===== src/rtl/seg_pkg.sv =====
package seg_pkg;

    localparam int SEG_W  = 3;
    localparam int OFF_W  = 13;
    localparam int PA_W   = 20;
    localparam int LIM_W  = OFF_W + 1;
    localparam int DESC_W = PA_W + LIM_W + 2;
    localparam int NSEG   = 1 << SEG_W;

    typedef logic [SEG_W-1:0] seg_t;
    typedef logic [OFF_W-1:0] off_t;
    typedef logic [PA_W-1:0]  pa_t;
    typedef logic [LIM_W-1:0] lim_t;

    // packed MSB first: present, writable, limit, base
    typedef struct packed {
        logic present;
        logic writable;
        lim_t limit;
        pa_t  base;
    } desc_t;

    typedef enum logic [2:0] {
        CAUSE_NONE    = 3'd0,
        CAUSE_BOUND   = 3'd1,
        CAUSE_INVALID = 3'd2,
        CAUSE_LIMIT   = 3'd3,
        CAUSE_PROT    = 3'd4
    } cause_e;

    typedef struct packed {
        logic   trap;
        cause_e cause;
        pa_t    paddr;
    } xres_t;

    function automatic xres_t bound_trap();
        xres_t r;
        r.trap  = 1'b1;
        r.cause = CAUSE_BOUND;
        r.paddr = '0;
        return r;
    endfunction

    // Checks below the segment bound, in priority order
    function automatic xres_t judge(desc_t d, off_t off, logic wr);
        xres_t r;
        r.trap  = 1'b1;
        r.paddr = '0;
        if (!d.present) begin
            r.cause = CAUSE_INVALID;
        end else if ({1'b0, off} >= d.limit) begin
            r.cause = CAUSE_LIMIT;
        end else if (wr && !d.writable) begin
            r.cause = CAUSE_PROT;
        end else begin
            r.trap  = 1'b0;
            r.cause = CAUSE_NONE;
            r.paddr = d.base + pa_t'(off);
        end
        return r;
    endfunction

endpackage


===== src/rtl/seg_cfg_regs.sv =====
module seg_cfg_regs
    import seg_pkg::*;
(
    input  logic clk,
    input  logic rst,
    input  logic cfg_we,
    input  logic cfg_sel,
    input  pa_t  cfg_wdata,
    output pa_t  tbase,
    output seg_t seg_max,
    output logic flush
);

    always_ff @(posedge clk) begin
        if (rst) begin
            tbase   <= '0;
            seg_max <= seg_t'(NSEG - 1);
        end else if (cfg_we) begin
            if (cfg_sel) seg_max <= cfg_wdata[SEG_W-1:0];
            else         tbase   <= cfg_wdata;
        end
    end

    assign flush = cfg_we && !cfg_sel;

endmodule


===== src/rtl/seg_desc_cache.sv =====
module seg_desc_cache
    import seg_pkg::*;
#(
    parameter int N_ENT = 4
) (
    input  logic  clk,
    input  logic  rst,
    input  logic  flush,
    input  seg_t  look_seg,
    output logic  hit,
    output desc_t hit_desc,
    input  logic  fill,
    input  seg_t  fill_seg,
    input  desc_t fill_desc
);

    localparam int PTR_W = (N_ENT > 1) ? $clog2(N_ENT) : 1;

    logic [PTR_W-1:0] ptr;
    logic [N_ENT-1:0] match;
    desc_t            ent_desc [N_ENT];

    for (genvar i = 0; i < N_ENT; i++) begin : g_ent
        logic  v;
        seg_t  tag;
        desc_t d;
        always_ff @(posedge clk) begin
            if (rst || flush) begin
                v <= 1'b0;
            end else if (fill && ptr == PTR_W'(i)) begin
                v   <= 1'b1;
                tag <= fill_seg;
                d   <= fill_desc;
            end
        end
        assign match[i]    = v && (tag == look_seg);
        assign ent_desc[i] = d;
    end

    always_ff @(posedge clk) begin
        if (rst || flush)  ptr <= '0;
        else if (fill)     ptr <= (ptr == PTR_W'(N_ENT - 1)) ? '0 : ptr + 1'b1;
    end

    always_comb begin
        hit_desc = '0;
        for (int i = 0; i < N_ENT; i++) begin
            if (match[i]) hit_desc = ent_desc[i];
        end
    end

    assign hit = |match;

endmodule


===== src/rtl/seg_xlate.sv =====
module seg_xlate
    import seg_pkg::*;
#(
    parameter int N_ENT = 4
) (
    input  logic              clk,
    input  logic              rst,
    input  logic              req_valid,
    output logic              req_ready,
    input  logic [SEG_W-1:0]  req_seg,
    input  logic [OFF_W-1:0]  req_off,
    input  logic              req_write,
    input  logic              cfg_we,
    input  logic              cfg_sel,
    input  logic [PA_W-1:0]   cfg_wdata,
    output logic              mem_req,
    output logic [PA_W-1:0]   mem_addr,
    input  logic              mem_rvalid,
    input  logic [DESC_W-1:0] mem_rdata,
    output logic              resp_valid,
    output logic              resp_trap,
    output logic [2:0]        resp_cause,
    output logic [PA_W-1:0]   resp_paddr
);

    typedef enum logic [1:0] {ST_IDLE, ST_LOOK, ST_FETCH} state_e;

    state_e st;
    seg_t   q_seg;
    off_t   q_off;
    logic   q_wr;
    logic   stale;
    pa_t    tbase;
    seg_t   seg_max_w;
    logic   flush;
    logic   hit;
    desc_t  hit_desc;
    logic   fill;
    xres_t  res_q;

    seg_cfg_regs u_cfg (
        .clk       (clk),
        .rst       (rst),
        .cfg_we    (cfg_we),
        .cfg_sel   (cfg_sel),
        .cfg_wdata (cfg_wdata),
        .tbase     (tbase),
        .seg_max   (seg_max_w),
        .flush     (flush)
    );

    // A returning word is dropped if a base write came during or with it
    assign fill = (st == ST_FETCH) && mem_rvalid && !stale && !flush;

    seg_desc_cache #(.N_ENT(N_ENT)) u_cache (
        .clk       (clk),
        .rst       (rst),
        .flush     (flush),
        .look_seg  (q_seg),
        .hit       (hit),
        .hit_desc  (hit_desc),
        .fill      (fill),
        .fill_seg  (q_seg),
        .fill_desc (desc_t'(mem_rdata))
    );

    always_ff @(posedge clk) begin
        if (rst) begin
            st         <= ST_IDLE;
            resp_valid <= 1'b0;
            mem_req    <= 1'b0;
            mem_addr   <= '0;
            stale      <= 1'b0;
            q_seg      <= '0;
            q_off      <= '0;
            q_wr       <= 1'b0;
            res_q      <= '0;
        end else begin
            resp_valid <= 1'b0;
            mem_req    <= 1'b0;
            unique case (st)
                ST_IDLE: begin
                    if (req_valid) begin
                        q_seg <= req_seg;
                        q_off <= req_off;
                        q_wr  <= req_write;
                        st    <= ST_LOOK;
                    end
                end
                ST_LOOK: begin
                    if (q_seg > seg_max_w) begin
                        res_q      <= bound_trap();
                        resp_valid <= 1'b1;
                        st         <= ST_IDLE;
                    end else if (hit) begin
                        res_q      <= judge(hit_desc, q_off, q_wr);
                        resp_valid <= 1'b1;
                        st         <= ST_IDLE;
                    end else begin
                        mem_req  <= 1'b1;
                        mem_addr <= tbase + pa_t'(q_seg);
                        stale    <= flush;
                        st       <= ST_FETCH;
                    end
                end
                ST_FETCH: begin
                    if (flush) stale <= 1'b1;
                    if (mem_rvalid) st <= ST_LOOK;
                end
                default: st <= ST_IDLE;
            endcase
        end
    end

    assign req_ready  = (st == ST_IDLE);
    assign resp_trap  = res_q.trap;
    assign resp_cause = res_q.cause;
    assign resp_paddr = res_q.paddr;

endmodule


===== config.mk =====
export PLATFORM = sky130hd
export DESIGN_NAME = seg_xlate
export DESIGN_NICKNAME = d
export VERILOG_FILES = /design/src/rtl/seg_pkg.sv /design/src/rtl/seg_cfg_regs.sv /design/src/rtl/seg_desc_cache.sv /design/src/rtl/seg_xlate.sv
export SDC_FILE = /design/constraint.sdc
export NUM_CORES = 1
export LEC_CHECK = 0
export ABC_AREA = 1
export CAP_MARGIN = 0
export CELL_PAD_IN_SITES_DETAIL_PLACEMENT = 0
export CELL_PAD_IN_SITES_GLOBAL_PLACEMENT = 1
export CORE_UTILIZATION = 29
export DETAILED_ROUTE_END_ITERATION = 10
export GPL_ROUTABILITY_DRIVEN = 0
export PLACE_DENSITY = 0.59
export SYNTH_ARGS = -nofsm -noshare
export SYNTH_HDL_FRONTEND = slang
export SYNTH_SLANG_ARGS = --single-unit

===== constraint.sdc =====
create_clock -name clk -period 4.7 [get_ports clk]
set_input_delay 0.705 -clock clk [delete_from_list [all_inputs] [get_ports clk]]
set_output_delay 0.705 -clock clk [all_outputs]
set_load 0.005 [all_outputs]

==> metrics.yaml <==
sta:
  setup_viol: 0
  fmax_mhz: 249.6
  worstMarginPinSlew_ns: 1.051
  whs_ns: 0.4632
  slew_violations: 0
  fin_setup_tns_ns: 0
  grt_setup_unrepaired: "false"
  finalClockSkew_ns: 0.008677
  min_period_over_period_pct: 85.25
  period_minus_slack_ns: 4.007
  relSlewSlack_pct: 29.84
  hold_viol: 0
setup_path:
  cp-start-kind: "flop"
  path_class: "flop to flop"
  crit_path_start: "q_seg[1]"
  worst-path-max-fanout: 26
  critical_path.top_delay_family: "simple AND/OR/NAND/NOR gates"
  arrival_ns: 4.47
  path_buf_inv: 4
  reg2reg_from: "q_seg[1]"
  cpPeakStageDelay_ns: 0.50
  slowest_stage: "dfxtp_1"
  cp_common_cell: "nand2_1"
  required_ns: 5.16
  worst_setup_path_end_kind: "flop"
global_route:
  antenna_found_initial: 0
  grt_pass1_wl_um: 47330
  overflow: 0
  grt_max_degree: 67
  grt_util_all_layers_pct: 16.07
  grt_pass1_vias: 7981
hold_path:
  hold_path.class: "flop to flop"
  worstHoldStart: "u_cache.g_ent[3].v"
clock_network:
  cts_tree: "yes"
  worstSkewPairLatency_ns: 0.54
  clockBufferDepth: 3
  htree_levels: 1
  cts_buffers: 28
  cts.repair.resized: 0
  cts-hold-fix-buffers: 0
  root_buffer: "clkbuf_16"
  path_clk_slew_ns: 0.06
  cts.sinks: 251
  cts_setup_buffers: 0
routing:
  drtPass1Iterations: 4
  drtAntennaViolNets: 0
  vias_per_cell: 4.570
  drc_errors: 0
  wl_um: 30770
  num_vias: 7956
  wire_per_inst_um: 17.67
  drt_iter0_markers: 366
layout:
  n_antenna_cell: 0
  nets: 1334
  fill_cells: 3708
  drive_gt1_share_pct: 8.327
  area_delta_synth_final_pct: 25.04
logic_synthesis:
  synth_area_leaders: "edfxtp_1 (43%), dfxtp_1 (17%), nand2_1 (6.6%), o21ai_0 (5.5%), ha_1 (4.3%)"
  yosysWarnings: 0
  synth_commonest_cells: "nand2_1 (193), edfxtp_1 (156), o21ai_0 (121)"
  syn_nets: 1200
  synth-edff-count: 156
  ys_ff_latch: 251
  synth_ff_type: "edfxtp_1"
  async_flop_share_pct: 0
  synth_top_area_share_pct: 42.77
  synth_top_cell_by_area: "edfxtp_1"
  synth-seq-area-share_pct: 60.14
  ys_types: 43
  synth.most_common_cell: "nand2_1"
  synthCells: 1081
  syn_area_sq_mm: 0.01095
  synth_area_per_cell_sq_um: 10.13
floorplan:
  start_util_pct: 29.70
  die_w_um: 196.3
  core_sq_mm: 0.03687
  die_y_um: 196.3
  num_rows: 70
  num_io_pins: 126
  die_area_sq_mm: 0.03855
place:
  numPortBuffers: 125
  dpl.hpwl_um: 21000
power_and_ir_drop:
  internal_power_uw: 3792
  power.leakage_uw: 0.005135
  pwr-share-clk_pct: 42.1
  comb_power_share_pct: 8.2
  power_frac_seq_pct: 49.7
  p_sw_uw: 1140
  sw_frac_of_total_pct: 23.11
  ir_worst_vdd_mv: 0.2488
  power_density_mw_per_mm2: 360.2
flow_run:
  maxCapViolCount: 0
run_status:
  status: "completed"
power groups by stage:
stage	sequential (uW)	clock (uW)	combinational, uW
2_1_floorplan	2480	0	206
3_5_place_dp	2500	0	408
6_report	2450	2080	404
4_1_cts	2450	2130	411
3_3_place_gp	2500	0	405
5_1_grt	2460	2230	457
registers in the layout, summed over array words and instances (netlist names):
name               count
u_cache.ent_desc     144
mem_addr              20
resp_paddr            20
u_cfg.tbase           20
q_off                 13
u_cache.g_ent.tag     12
u_cache.g_ent.v        4
q_seg                  3
resp_cause             3
u_cfg.seg_max          3
st                     2
u_cache.ptr            2
mem_req                1
q_wr                   1
resp_trap              1
resp_valid             1
stale                  1
worst register-to-register path, delay by kind of cell, from the launching register on:
kind / cells / cell delay [ns]
AND/OR/NAND/NOR: 16 / 1.74
AO/OA/AOI/OAI: 5 / 0.76
buffers and inverters: 4 / 0.63
flip-flops: 1 / 0.50
adder cells (fa/ha/maj): 1 / 0.30
worst paths after layout:
check	slack, ns	cells past startpoint	endpoint
setup / recovery	0.69	26	resp_paddr[13]
hold reg to reg	0.46	2	u_cache.g_ent[3].v
hold / removal	0.46	2	u_cache.g_ent[3].v
setup reg to reg	0.69	26	resp_paddr[13]
per-layer routing:
metal	up-vias	GRT usage [%]	part of all wire, %
li1	4003	-	-
met1	3746	22.07	48
met2	166	26.58	46
met3	41	2.618	4.7
met4	0	3.501	1.7
met5	-	0	0
metrics by stage:
stage | setup slack, ns | area (sq um) | total power, uW | instances | util, %
floorplan | 1.037 | 10950 | 2688 | 1081 | -
global placement | 0.7864 | 12820 | 2904 | 1689 | 34.78
detailed placement | 0.6826 | 12820 | 2907 | 1689 | 34.78
CTS | 0.6716 | 13690 | 4998 | 1741 | 37.14
global route | 0.2261 | 13690 | 5145 | 1741 | 37.14
finish | 0.6934 | 13690 | 4932 | 1741 | 37.14
final cells by class:
type	count	area (sq um)	share of cell area (%)
Sequential cell	251	6586	48.09
Tap cell	504	630.6	4.605
Timing Repair Buffer	146	1416	10.34
Clock inverter	14	90.09	0.6578
Inverter	91	346.6	2.531
Clock buffer	38	779.5	5.692
Multi-Input combinational cell	697	3845	28.08
cell families after synthesis:
kind of cell / count (synthesis) / synth area share, %
compound gates: 237 / 12.48
xor+xnor: 29 / 2.319
fa+ha+maj: 40 / 4.707
buf+inv: 133 / 5.027
flops: 251 / 60.14
simple gates: 391 / 15.33
placed cells by master, fill, tap and decap left out, types with 7 or more instances in the layout:
master	Yosys	routed
a21oi_1	54	54
a221oi_1	18	18
a22oi_1	17	17
buf_4	3	20
clkbuf_1	29	7
clkbuf_16	0	29
clkdlybuf4s50_1	0	124
dfxtp_1	95	95
edfxtp_1	156	156
ha_1	38	38
inv_1	81	80
inv_2	8	9
nand2_1	193	193
nand3_1	43	43
nand4_1	8	8
nor2_1	112	108
o211ai_1	12	12
o21ai_0	121	121
xnor2_1	12	12
xor2_1	17	17
(Power assumes the default switching activity.)
